`config.mk`:
```
export PLATFORM = sky130hd
export DESIGN_NAME = dual_fetch_seq
export DESIGN_NICKNAME = d
export VERILOG_FILES = /design/src/rtl/fseq_pkg.sv /design/src/rtl/fseq_rd_timer.sv /design/src/rtl/fseq_ibuf.sv /design/src/rtl/fseq_redirect.sv /design/src/rtl/dual_fetch_seq.sv
export SDC_FILE = /design/constraint.sdc
export NUM_CORES = 1
export LEC_CHECK = 0
export ABC_CLOCK_PERIOD_IN_PS = 2700
export BUFFER_PORTS_ARGS = -buffer_cell sky130_fd_sc_hd__buf_4
export CORE_MARGIN = 3
export CORE_UTILIZATION = 54
export DETAILED_ROUTE_END_ITERATION = 10
export PLACE_DENSITY = 0.85
export RECOVER_POWER = 25
export SYNTH_ARGS = -nofsm -noshare
export SYNTH_HDL_FRONTEND = slang
export SYNTH_SLANG_ARGS = --single-unit
```
`constraint.sdc`:
```
create_clock -name clk -period 2.7 [get_ports clk]
set_input_delay 0.54 -clock clk [delete_from_list [all_inputs] [get_ports clk]]
set_output_delay 0.54 -clock clk [all_outputs]
set_load 0.01 [all_outputs]
```
`src/rtl/fseq_pkg.sv`:
```
package fseq_pkg;
  localparam int OPC_W  = 8;
  localparam int ADR_W  = 12;
  localparam int HALF_W = OPC_W + ADR_W;
  localparam int WORD_W = 2 * HALF_W;

  typedef struct packed {
    logic [OPC_W-1:0] opc;
    logic [ADR_W-1:0] adr;
  } instr_t;

  typedef enum logic [1:0] {PH_ISSUE, PH_WAIT, PH_HOLD} phase_t;

  // Left slot sits in the upper half of the bus, right slot in the lower half.
  function automatic instr_t slot_of(input logic [WORD_W-1:0] w, input logic pick_right);
    return pick_right ? instr_t'(w[HALF_W-1:0]) : instr_t'(w[WORD_W-1:HALF_W]);
  endfunction

  function automatic logic jump_taken(input logic req, input logic cond, input logic neg);
    return req && (!cond || !neg);
  endfunction
endpackage

```
`src/rtl/fseq_rd_timer.sv`:
```
module fseq_rd_timer #(
  parameter int RD_LAT = 2
) (
  input  logic clk,
  input  logic rst_n,
  input  logic start,
  input  logic abort,
  output logic land
);
  localparam int CW = (RD_LAT > 1) ? $clog2(RD_LAT) : 1;
  localparam logic [CW-1:0] LOAD_V = CW'(RD_LAT - 1);

  logic          busy_q;
  logic [CW-1:0] cnt_q;

  always_ff @(posedge clk) begin
    if (!rst_n || abort) begin
      busy_q <= 1'b0;
      cnt_q  <= '0;
    end else if (start) begin
      busy_q <= 1'b1;
      cnt_q  <= LOAD_V;
    end else if (busy_q) begin
      if (cnt_q == '0) busy_q <= 1'b0;
      else             cnt_q  <= cnt_q - 1'b1;
    end
  end

  assign land = busy_q && (cnt_q == '0);
endmodule

```
`src/rtl/fseq_ibuf.sv`:
```
module fseq_ibuf
  import fseq_pkg::*;
(
  input  logic   clk,
  input  logic   rst_n,
  input  logic   clear,
  input  logic   load,
  input  instr_t load_val,
  input  logic   consume,
  output logic   valid,
  output instr_t slot
);
  always_ff @(posedge clk) begin
    if (!rst_n || clear) begin
      valid <= 1'b0;
      slot  <= '0;
    end else if (load) begin
      valid <= 1'b1;
      slot  <= load_val;
    end else if (consume) begin
      valid <= 1'b0;
    end
  end
endmodule

```
`src/rtl/fseq_redirect.sv`:
```
module fseq_redirect
  import fseq_pkg::*;
(
  input  logic req,
  input  logic cond,
  input  logic neg,
  output logic take
);
  assign take = jump_taken(req, cond, neg);
endmodule

```
`src/rtl/dual_fetch_seq.sv`:
```
module dual_fetch_seq
  import fseq_pkg::*;
#(
  parameter int RD_LAT = 2
) (
  input  logic              clk,
  input  logic              rst_n,
  output logic              mem_rd,
  output logic [ADR_W-1:0]  mem_addr,
  input  logic [WORD_W-1:0] mem_data,
  output logic              ex_valid,
  input  logic              ex_ready,
  output logic [OPC_W-1:0]  ex_op,
  output logic [ADR_W-1:0]  ex_adr,
  input  logic              redir_valid,
  input  logic              redir_cond,
  input  logic              acc_neg,
  input  logic              redir_right,
  input  logic [ADR_W-1:0]  redir_target
);
  phase_t           phase_q;
  logic [ADR_W-1:0] pc_q;
  logic             right_q;
  logic [OPC_W-1:0] ir_q;
  logic [ADR_W-1:0] mar_q;

  // named internal events
  logic   redir_take;
  logic   rd_issue;
  logic   rd_land;
  logic   buf_use;
  logic   buf_valid;
  instr_t buf_slot;
  instr_t landed;

  fseq_redirect u_redir (
    .req  (redir_valid),
    .cond (redir_cond),
    .neg  (acc_neg),
    .take (redir_take)
  );

  assign rd_issue = (phase_q == PH_ISSUE) && !buf_valid;
  assign buf_use  = (phase_q == PH_ISSUE) &&  buf_valid;
  assign landed   = slot_of(mem_data, right_q);

  fseq_rd_timer #(.RD_LAT(RD_LAT)) u_timer (
    .clk   (clk),
    .rst_n (rst_n),
    .start (rd_issue && !redir_take),
    .abort (redir_take),
    .land  (rd_land)
  );

  fseq_ibuf u_ibuf (
    .clk      (clk),
    .rst_n    (rst_n),
    .clear    (redir_take),
    .load     (rd_land && !right_q && (phase_q == PH_WAIT)),
    .load_val (slot_of(mem_data, 1'b1)),
    .consume  (buf_use),
    .valid    (buf_valid),
    .slot     (buf_slot)
  );

  always_ff @(posedge clk) begin
    if (!rst_n) begin
      phase_q <= PH_ISSUE;
      pc_q    <= '0;
      right_q <= 1'b0;
      ir_q    <= '0;
      mar_q   <= '0;
    end else if (redir_take) begin
      phase_q <= PH_ISSUE;
      pc_q    <= redir_target;
      right_q <= redir_right;
    end else begin
      case (phase_q)
        PH_ISSUE: begin
          if (buf_valid) begin
            ir_q    <= buf_slot.opc;
            mar_q   <= buf_slot.adr;
            pc_q    <= pc_q + 1'b1;
            phase_q <= PH_HOLD;
          end else begin
            phase_q <= PH_WAIT;
          end
        end
        PH_WAIT: begin
          if (rd_land) begin
            ir_q  <= landed.opc;
            mar_q <= landed.adr;
            if (right_q) begin
              pc_q    <= pc_q + 1'b1;
              right_q <= 1'b0;
            end
            phase_q <= PH_HOLD;
          end
        end
        PH_HOLD: begin
          if (ex_ready) phase_q <= PH_ISSUE;
        end
        default: phase_q <= PH_ISSUE;
      endcase
    end
  end

  assign mem_rd   = rd_issue;
  assign mem_addr = pc_q;
  assign ex_valid = (phase_q == PH_HOLD);
  assign ex_op    = ir_q;
  assign ex_adr   = mar_q;
endmodule

```
# Word-level counts from Yosys, hierarchy flattened

Cells that the tools add are included.

Flip-flop bits (word level): 58
Output and inout port bits: 34

Add/sub/neg operators: 2
Equal/unequal tests: 8
Mux-type cells: 27
Bitwise gates (word level): 3
Reductions and logical operators: 27

Operators by type and width:

| kind                                          | count |
|---|---|
| 2-to-1 mux 12 bit                             | 6 |
| case mux 12 bit (2 select lines)              | 2 |
| 2-to-1 mux 20 bit                             | 1 |
| 2-to-1 mux 8 bit                              | 2 |
| case mux 8 bit (2 select lines)               | 1 |
| adder 12 x 1 -> 12 bit, second input constant | 1 |
| 2-to-1 mux 1 bit                              | 11 |
| nonzero test 2 bit                            | 5 |
| AND reduction 4 bit                           | 2 |
| logical AND 1 bit                             | 7 |
| logical NOT 1 bit                             | 6 |
| 2-to-1 mux 2 bit                              | 3 |
| != test 3 bit, second input constant          | 2 |
| case mux 2 bit (3 select lines)               | 1 |
| != test 2 x 1 -> 1 bit, second input constant | 2 |
| AND reduction 2 bit                           | 2 |
| != test 3 x 2 -> 1 bit, second input constant | 1 |
| NOT 1 bit                                     | 3 |
| nonzero test 3 bit                            | 1 |
| == test 2 x 1 -> 1 bit, second input constant | 1 |
| == test 2 bit, second input constant          | 1 |
| logical NOT 2 bit                             | 1 |
| logical OR 1 bit                              | 2 |
| != test 2 bit, second input constant          | 1 |
| other kinds (2)                               | 2 |

# Logic depth before layout (Yosys ltp)

Gate-level depths: netlist of run 1.

Depth in word-level cells: 6
Gate-level depth with buffers: 6
Gate-level depth less buffers: 5

# By module

A second synthesis of run 1 with hierarchy kept.

Cell total of the unflattened synthesis: 321
Area, all modules: 2834.0 um2

Modules (own cells, without submodules):

| module         | times used | cells an instance | area each (um2) | seq. area each (um2) |
|---|---|---|---|---|
| dual_fetch_seq | 1          | 241               | 1965.6          | 700.7 |
| fseq_ibuf      | 1          | 70                | 777.0           | 420.4 |
| fseq_rd_timer  | 1          | 9                 | 80.1            | 40.0 |
| fseq_redirect  | 1          | 1                 | 11.3            | 0.0 |

# Least setup slack after synthesis of run 1

No wires, ideal clock.

Path kind: input -> register
From: input port redir_valid
To: register mar_q[0] (netlist: ex_adr[0])
Setup time: 0.070 ns
Arrival: 1.499 ns
Data required time: 2.630 ns
Slack: 1.131 ns
Stages: 5
Cells stage by stage: a21boi_0 -> a211o_1 -> clkbuf_1 -> nand2_1 -> a21oi_1

Word-level cells in the longest chain between the ends: 3

Ends and longest elaborated chain:

| what                                 | RTL line             | source |
|---|---|---|
| start: declaration                   | dual_fetch_seq.sv:15 | `input logic redir_valid,` |
| logical AND 1 bit                    | fseq_pkg.sv:20       | `return req && (!cond \|\| !neg);` |
| NOT 1 bit (no source line)           | --                   |  |
| AND reduction 4 bit (no source line) | --                   |  |
| end signal: assignment               | dual_fetch_seq.sv:82 | `mar_q <= buf_slot.adr;` |
| end signal: assignment               | dual_fetch_seq.sv:92 | `mar_q <= landed.adr;` |
| end: declaration                     | dual_fetch_seq.sv:25 | `logic [ADR_W-1:0] mar_q;` |

No other way between the ends.
A chain may end at the register's enable or synchronous reset.

# Final worst setup path of run 1

From: register phase_q[1]
To: output port mem_rd

Word-level cells in the longest chain between the ends: 2

Ends and longest elaborated chain:

| what                     | RTL line             | source |
|---|---|---|
| start: declaration       | dual_fetch_seq.sv:21 | `phase_t phase_q;` |
| start signal: assignment | dual_fetch_seq.sv:68 | `phase_q <= PH_ISSUE;` |
| start signal: assignment | dual_fetch_seq.sv:74 | `phase_q <= PH_ISSUE;` |
| start signal: assignment | dual_fetch_seq.sv:84 | `phase_q <= PH_HOLD;` |
| logical NOT 2 bit        | dual_fetch_seq.sv:43 | `assign rd_issue = (phase_q == PH_ISSUE) && !buf_valid;` |
| logical AND 1 bit        | dual_fetch_seq.sv:43 |  |
| end: declaration         | dual_fetch_seq.sv:8  | `output logic mem_rd,` |

No other way between the ends.

==> impl_metrics.json, run 1 <==
{
  "cap_violations": 0,
  "r2r_start": "phase_q[0]$_SDFFE_PP0P_",
  "first_pass_iters": 5,
  "rsz0062_at_grt": "false",
  "rr_worst_depth": 5,
  "clock_latency_ns": 0.33,
  "min_to": "ex_op[5]$_SDFFE_PN0P_",
  "layout_common_cells": "nand2_1 (86), buf_4 (75), dfxtp_1 (58), a21oi_1 (57), clkbuf_1 (25)",
  "rows": 25,
  "die_h_um": 77.40,
  "grt_max_degree": 29,
  "worstHoldStart": "ex_op[5]$_SDFFE_PN0P_",
  "wire_per_inst_um": 15.02,
  "drive_gt1_frac": 0.2342,
  "die-area_mm2": 0.005990,
  "max_stage_delay_ns": 0.51,
  "hp-class": "reg2reg",
  "track_usage": 0.2440,
  "max_freq_mhz": 484.9,
  "yosysSeqAreaShare": 0.4218,
  "slew_headroom": 0.3929,
  "synth_area_mm2": 0.002753,
  "vdd_drop_max_mv": 0.4143,
  "gp_congestion": 0.7975,
  "synth-main-ff-cell": "dfxtp_1",
  "root_buffer": "clkbuf_8",
  "antenna_found_initial": 0,
  "cts_tree": "done",
  "grt-ovfl-total": 0,
  "wl_mm": 7.419,
  "setup_viol": 0,
  "cp_top_family": "simple AND/OR/NAND/NOR gates",
  "path_buf_inv": 1,
  "leakage_nw": 1.286,
  "start_util": 0.5714,
  "io_pins": 93,
  "outcome": "finished clean",
  "synth-seq-cells": 58,
  "r2r_end": "ex_adr[10]$_SDFFE_PN0P_",
  "synth.distinct_cells": 32,
  "fin_skew_ns": 0.008930,
  "worst_pin_slew_ns": 0.9085,
  "fin_util": 0.7468,
  "cp.arrival_ns": 1.52,
  "yosys_warnings": 0,
  "netlist_instances": 337,
  "hold_viol": 0,
  "final_common_cell": "nand2_1",
  "cts_setup_buffers": 0,
  "setup.worst_path.start_class": "flop",
  "clk_pin_slew_ns": 0.07,
  "crit_chain": "nor3_1, buf_4",
  "r2r_setup_slack_ns": 0.74,
  "ant_nets": 0,
  "cts_buffers": 9,
  "grt_pass1_wl_mm": 11.81,
  "postCtsHoldBufs": 0,
  "drcViolationCount": 0,
  "drt_iter0_markers": 213,
  "core_area_mm2": 0.004817,
  "dp_hpwl_mm": 5.160,
  "synth-edff-count": 0,
  "grt_pass1_vias": 2520,
  "period_minus_slack_ns": 2.062,
  "finalSetupTns_ns": 0,
  "layout.nets": 482,
  "die_w_um": 77.40,
  "ctsResizeCount": 0,
  "clkSinkCount": 58,
  "crit_type": "reg2out",
  "crit_path_end_kind": "output port",
  "port_buffers": 92,
  "holdPathStages": 2,
  "worst-endpoint-required_ns": 2.16,
  "vias": 2746,
  "cts_buffer_depth": 2,
  "vias_per_cell": 5.559,
  "htreeDepth": 3,
  "avgSynthCellArea_um2": 8.168,
  "antennaDiodeCount": 0,
  "post-route-period-util": 0.7637,
  "powerDensity_mw_per_mm2": 534.9,
  "path_max_fanout": 15,
  "drv_slew": 0,
  "synthArstFlopShare": 0,
  "area_delta_synth_final_pct": 30.68,
  "worst_path_max_delay_cell": "nor3_1",
  "syn_nets": 397
}
[cells in the mapped netlist (2+ instances only)]
library cell	instances	area share
a2111oi_2	3	0.016
a211oi_1	6	0.016
a211oi_2	2	0.0091
a21oi_1	57	0.10
buf_2	5	0.0091
clkbuf_1	18	0.025
dfxtp_1	58	0.42
inv_1	5	0.0068
mux2i_1	21	0.076
nand2_1	86	0.12
nand2b_1	4	0.0091
nand3_1	4	0.0073
nand3b_1	2	0.0055
nand4_1	2	0.0045
nor2_1	7	0.0095
nor2b_1	2	0.0045
nor3_1	2	0.0036
o211ai_1	22	0.060
o21ai_0	9	0.016
xnor2_1	10	0.032
[worst max path at each step]
stage                                        from                endpoint  cells after the start
after floorplan                       redir_valid  ex_adr[0]$_SDFFE_PN0P_                      5
after global placement                 redir_cond   ex_op[5]$_SDFFE_PN0P_                      5
after detailed placement               redir_cond  ex_adr[2]$_SDFFE_PN0P_                      5
after CTS                 phase_q[1]$_SDFFE_PP0P_                  mem_rd                      2
after global routing      phase_q[1]$_SDFFE_PP0P_                  mem_rd                      2
final                     phase_q[1]$_SDFFE_PP0P_                  mem_rd                      2
[state kept, by name (all words and copies together), names as in the netlist]
| register | count |
|---|---|
| u_ibuf.valid | 1 |
| ex_op | 8 |
| u_timer.busy_q | 1 |
| phase_q | 2 |
| u_timer.cnt_q | 1 |
| ex_adr | 12 |
| mem_addr | 12 |
| right_q | 1 |
| u_ibuf.slot | 20 |
[layer usage]
metal  GRT usage  routed length (um)
met1      0.3075                3132
met2      0.4102                3678
met3     0.05220                 496
met4     0.08897                 112
met5           0                   0
[where the power goes]
part,switching [mW],internal (mW),total (mW)
clock,0.330,0.406,0.736
sequential,0.0362,0.883,0.919
combinational,0.137,0.132,0.269
total,0.503,1.42,1.92
[kinds of logic (layout without fill, tap and decap cells)]
| kind of cell | after synthesis | in the layout | share of synthesized area |
|---|---|---|---|
| AND/OR/NAND/NOR | 114 | 114 | 0.1800 |
| flip-flops | 58 | 58 | 0.4218 |
| AO/OA/AOI/OAI | 103 | 103 | 0.2409 |
| adder cells (fa/ha/maj) | 1 | 1 | 0.004545 |
| multiplexers | 21 | 21 | 0.07636 |
| buffers and inverters | 30 | 120 | 0.04454 |
| XOR/XNOR | 10 | 10 | 0.03182 |
[worst min-delay path, delay by kind of cell (launching register included)]
| kind | cells | cell delay (ns) |
|---|---|---|
| AOI/OAI and AO/OA | 1 | 0.05 |
| and+or+nand+nor | 1 | 0.05 |
| DFF | 1 | 0.31 |
[final cells by class]
| class | count | area (um^2) |
|---|---|---|
| Tap cell | 67 | 83.83 |
| Inverter | 5 | 18.77 |
| Clock inverter | 2 | 10.01 |
| Multi-Input combinational cell | 249 | 1481 |
| Sequential cell | 58 | 1161 |
| Clock buffer | 14 | 172.7 |
| Fill cell | 425 | 1220 |
| Timing Repair Buffer | 99 | 669.4 |
[through the flow]
stage	area [um^2]	power [mW]	cells	setup slack [ns]	hold slack, ns
2_1_floorplan	2753	1.069	337	1.131	0.4365
3_3_place_gp	3501	1.200	478	0.6273	0.4420
3_5_place_dp	3501	1.210	478	0.5376	0.4464
4_1_cts	3684	1.927	494	0.6669	0.4553
5_1_grt	3597	1.990	494	0.5260	0.4677
6_report	3597	1.924	494	0.6379	0.4530
Power figures use the tool's default switching activity.
==> run 2: changes to the inputs <==
- ABC_AREA: unset -> 1
- ABC_CLOCK_PERIOD_IN_PS: 2700 -> 1770
- CORE_UTILIZATION: 54 -> 46
- PLACE_DENSITY: 0.85 -> 0.76
- clock period: 2.7 -> 1.77 ns (I/O delays scaled with it)
==> impl_metrics.json, run 2 <==
{
  "syn_nets": 512,
  "placedCellCount": 609,
  "worst_pin_slew_ns": 0.4469,
  "drcViolationCount": 0,
  "worst_path_max_delay_cell": "dfxtp_1",
  "synth-seq-cells": 58,
  "track_usage": 0.2447,
  "max_stage_delay_ns": 0.40,
  "synth_top_area_frac": 0.3954,
  "synth-edff-count": 0,
  "fin_cells": 625,
  "largest_reg_flops": 20,
  "path_buf_inv": 2,
  "clk_pin_slew_ns": 0.07,
  "finalHoldWorstSlack_ns": 0.2486,
  "final_common_cell": "nor2_1",
  "path_max_fanout": 5,
  "max_freq_mhz": 590.0,
  "area_delta_synth_final_pct": 29.48,
  "grt_pass1_vias": 2954,
  "synthTopCellsByArea": "dfxtp_1 (40%), nor2_1 (15%), o21ai_0 (15%), nand2_1 (8.2%), inv_1 (3.6%)",
  "final_area_mm2": 0.003802,
  "rows": 28,
  "worst-endpoint-required_ns": 1.42,
  "leakage_nw": 1.760,
  "die_w_um": 85.90,
  "fin_skew_ns": 0.007771,
  "cts_buffers": 9,
  "ctsResizeCount": 0,
  "netlist_top_cells_count": "nor2_1 (119), o21ai_0 (86), nand2_1 (64), dfxtp_1 (58), inv_1 (28)",
  "ant_nets": 0,
  "slew_headroom": 0.7017,
  "cts_setup_buffers": 0,
  "crit_chain": "nor2_1, nand2_1, inv_1, buf_4",
  "drt_iter0_markers": 297,
  "netlist_instances": 452,
  "htreeDepth": 3,
  "drive_gt1_frac": 0.2109,
  "postCtsHoldBufs": 0,
  "yosys.area.top_type": "dfxtp_1",
  "cap_violations": 0,
  "outcome": "finished clean",
  "dp_slack_ns": 0.2498,
  "synthArstFlopShare": 0,
  "crit_path_end_kind": "output port",
  "period_minus_slack_ns": 1.695,
  "avgSynthCellArea_um2": 6.497,
  "wl_mm": 8.768,
  "grt_max_degree": 25,
  "finalSetupTns_ns": 0,
  "post-route-period-util": 0.9575,
  "synth.distinct_cells": 25,
  "setup_viol": 0,
  "clock_latency_ns": 0.34,
  "drv_slew": 0,
  "top_register": "u_ibuf.slot",
  "vias_per_cell": 5.278,
  "die_h_um": 85.90,
  "vias": 3299,
  "layout_common_cells": "nor2_1 (119), o21ai_0 (86), buf_4 (84), nand2_1 (64), dfxtp_1 (58)",
  "yosys_warnings": 0,
  "rsz0062_at_grt": "false",
  "hold_viol": 0,
  "wire_per_inst_um": 14.03,
  "dp_hpwl_mm": 6.134,
  "fin_util": 0.6274,
  "die-area_mm2": 0.007379,
  "cts_tree": "done",
  "io_pins": 93,
  "antenna_found_initial": 0,
  "grt_pass1_wl_mm": 14.23,
  "synth.most_common_cell": "nor2_1",
  "synth-main-ff-cell": "dfxtp_1",
  "start_util": 0.4845,
  "setup.worst_path.start_class": "flop",
  "yosysSeqAreaShare": 0.3954,
  "vdd_drop_max_mv": 0.4796,
  "cp.arrival_ns": 1.34,
  "hp-class": "in2reg",
  "finalPower_mw": 3.004,
  "finalWorstSetupSlack_ns": 0.07514,
  "grt-ovfl-total": 0,
  "synth_area_mm2": 0.002937,
  "first_pass_iters": 5,
  "layout.nets": 605,
  "crit_type": "reg2out",
  "cp_top_family": "flip-flops",
  "dpl_cell_area_mm2": 0.003706,
  "powerDensity_mw_per_mm2": 790.1,
  "port_buffers": 92,
  "antennaDiodeCount": 0,
  "gp_congestion": 0.8848,
  "root_buffer": "clkbuf_8",
  "core_area_mm2": 0.006061,
  "cts_buffer_depth": 2,
  "clkSinkCount": 58
}
-- run 2: area by class of cell --
cell class | count | area, um^2
Clock buffer | 10 | 137.6
Fill cell | 603 | 2258
Timing Repair Buffer | 104 | 706.9
Sequential cell | 58 | 1161
Multi-Input combinational cell | 338 | 1543
Tap cell | 75 | 93.84
Inverter | 34 | 127.6
Clock inverter | 6 | 32.53
-- run 2: power by group --
part	internal [mW]	switching, mW
Sequential	1.36	0.0505
Clock	0.533	0.552
Combinational	0.221	0.290
Total	2.11	0.893
-- run 2: final timing paths --
path | to | start | slack, ns | cells after the start
max | mem_rd | phase_q[1]$_SDFFE_PP0P_ | 0.08 | 4
min | u_ibuf.slot[7]$_SDFFE_PP0P_ | mem_data[7] | 0.25 | 3
min reg2reg | u_ibuf.slot[1]$_SDFFE_PP0P_ | u_ibuf.slot[1]$_SDFFE_PP0P_ | 0.45 | 2
max reg2reg | ex_op[4]$_SDFFE_PN0P_ | phase_q[0]$_SDFFE_PP0P_ | 0.21 | 8
-- run 2: cells by family (layout without fill, tap and decap cells) --
kind of cell,count (synthesis),in the layout,synth area share
AO/OA/AOI/OAI,120,120,0.2092
buffers and inverters,56,154,0.07925
adder cells (fa/ha/maj),1,1,0.004260
XOR/XNOR,1,1,0.002983
AND/OR/NAND/NOR,216,216,0.3089
flip-flops,58,58,0.3954
-- run 2: layer usage --
metal	vias up	share of wire	global-route usage
met4	0	0.012	0.08058
li1	1653	-	-
met3	13	0.079	0.05668
met1	1501	0.43	0.3149
met2	132	0.48	0.4036
met5	-	0	0
-- run 2: tightest hold or removal path, cell delays in order --
cell    delay (ns)
buf_4         0.08
nor2_1        0.03
nor2_1        0.08
==> run 3: changes to the inputs <==
- ABC_AREA: 1 -> unset
- CORE_UTILIZATION: 46 -> 45
==> impl_metrics.json, run 3 (synthesis gave the netlist of run 1 again) <==
{
  "grt_max_degree": 42,
  "seqCellArea_mm2": 0.001161,
  "vias": 2697,
  "vias_per_cell": 5.330,
  "die-area_mm2": 0.007091,
  "grt_pass1_wl_mm": 12.12,
  "finalSetupTns_ns": 0,
  "layout.nets": 491,
  "cts_buffer_depth": 2,
  "hp-class": "in2reg",
  "r2r_start": "phase_q[0]$_SDFFE_PP0P_",
  "dp_hpwl_mm": 5.200,
  "clock_latency_ns": 0.33,
  "period_minus_slack_ns": 1.598,
  "clk_pin_slew_ns": 0.06,
  "slew_headroom": 0.7423,
  "drcViolationCount": 0,
  "crit_path_end_kind": "output port",
  "layout_common_cells": "nand2_1 (86), buf_4 (86), dfxtp_1 (58), a21oi_1 (57), o211ai_1 (22)",
  "leakage_nw": 1.353,
  "largest_reg_flops": 20,
  "max_freq_mhz": 625.7,
  "wl_mm": 7.227,
  "finalWorstSetupSlack_ns": 0.1717,
  "start_util": 0.4821,
  "root_buffer": "clkbuf_8",
  "cp.arrival_ns": 1.24,
  "critical_path_depth": 2,
  "grt_pass1_vias": 2637,
  "min_to": "u_ibuf.slot[8]$_SDFFE_PP0P_",
  "setup_viol": 0,
  "vdd_drop_max_mv": 0.5842,
  "antenna_found_initial": 0,
  "drt_iter0_markers": 139,
  "port_buffers": 92,
  "worst-endpoint-required_ns": 1.42,
  "cts_tree": "done",
  "antennaDiodeCount": 0,
  "finalHoldWorstSlack_ns": 0.2791,
  "gp_congestion": 0.7608,
  "grt-ovfl-total": 0,
  "crit_chain": "nor3_1, buf_4",
  "path_buf_inv": 1,
  "cts_buffers": 9,
  "die_w_um": 84.21,
  "dp_slack_ns": 0.03853,
  "ant_nets": 0,
  "powerDensity_mw_per_mm2": 812.1,
  "htreeDepth": 3,
  "cap_violations": 0,
  "path_max_fanout": 9,
  "first_pass_iters": 5,
  "worst_path_max_delay_cell": "dfxtp_1",
  "io_pins": 93,
  "rr_worst_depth": 4,
  "hold_viol": 0,
  "rsz0062_at_grt": "false",
  "multi_input_area_mm2": 0.001483,
  "outcome": "finished clean",
  "worstHoldStart": "mem_data[8]",
  "worst_pin_slew_ns": 0.3865,
  "clkSinkCount": 58,
  "wire_per_inst_um": 14.28,
  "crit_type": "reg2out",
  "fin_skew_ns": 0.008398,
  "holdPathStages": 3,
  "r2r_end": "mem_addr[5]$_SDFFE_PN0P_",
  "post-route-period-util": 0.9030,
  "rows": 27,
  "max_stage_delay_ns": 0.40,
  "fill_cells": 510,
  "r2r_setup_slack_ns": 0.18,
  "die_h_um": 84.21,
  "cp_top_family": "flip-flops",
  "setup.worst_path.start_class": "flop",
  "drv_slew": 0,
  "core_area_mm2": 0.005709,
  "track_usage": 0.2097,
  "drive_gt1_frac": 0.2627,
  "top_register": "u_ibuf.slot",
  "area_delta_synth_final_pct": 34.73,
  "finalPower_mw": 3.012
}
run 3: cell types whose count changed in the layout (fill, tap and decap cells not counted), moves of 17 or more:
cell and change:
o21ai_0 -77, nand3_1 -17, inv_1 -24, mux2i_1 +21, a21oi_1 +41, nor2_1 -112
o211ai_1 +22, nand2_1 +22
run 3: layer usage:
layer	GRT usage	part of all wire
met1	0.2579	0.43
met2	0.3565	0.51
met3	0.05692	0.049
met4	0.06579	0.010
met5	0	0
run 3: cell type report:
class                           instances  area share
Multi-Input combinational cell        249      0.3998
Sequential cell                        58      0.3131
Timing Repair Buffer                  108      0.2061
Clock buffer                           11     0.04082
Tap cell                               72     0.02429
Clock inverter                          3     0.01080
Inverter                                5    0.005061
run 3: stage by stage:
step | std cells | area [um^2] | utilization
after floorplan | 337 | 2753 | -
after global placement | 492 | 3587 | 0.6283
after detailed placement | 492 | 3587 | 0.6283
after CTS | 506 | 3779 | 0.6618
after global routing | 506 | 3709 | 0.6496
final | 506 | 3709 | 0.6496
run 3: worst max-delay path by stage:
stage                                  from                         to
global route        phase_q[0]$_SDFFE_PP0P_   mem_addr[5]$_SDFFE_PN0P_
finish              phase_q[1]$_SDFFE_PP0P_                     mem_rd
CTS                 phase_q[0]$_SDFFE_PP0P_      ex_op[3]$_SDFFE_PN0P_
floorplan           phase_q[0]$_SDFFE_PP0P_  mem_addr[10]$_SDFFE_PN0P_
global placement                 redir_cond      ex_op[0]$_SDFFE_PN0P_
detailed placement               redir_cond      ex_op[1]$_SDFFE_PN0P_
run 3: repair_timing:
| action | 4_1_cts | 5_1_grt |
|---|---|---|
| buffers inserted | 0 | 0 |
| resized for setup | 0 | 1 |
| hold buffers | 0 | 0 |
| setup endpoints to repair | 0 | 20 |
run 3: worst min-delay path, delay by kind of cell:
| family | cells | cell delay (ns) |
|---|---|---|
| buffers and inverters | 1 | 0.11 |
| AND/OR/NAND/NOR | 1 | 0.05 |
| AO/OA/AOI/OAI | 1 | 0.05 |
run 3: report_power, final:
| part | internal, mW | total [mW] | switching, mW |
|---|---|---|---|
| registers | 1.35 | 1.39 | 0.0475 |
| clock network | 0.706 | 1.18 | 0.476 |
| logic | 0.222 | 0.435 | 0.213 |
| total | 2.28 | 3.01 | 0.737 |
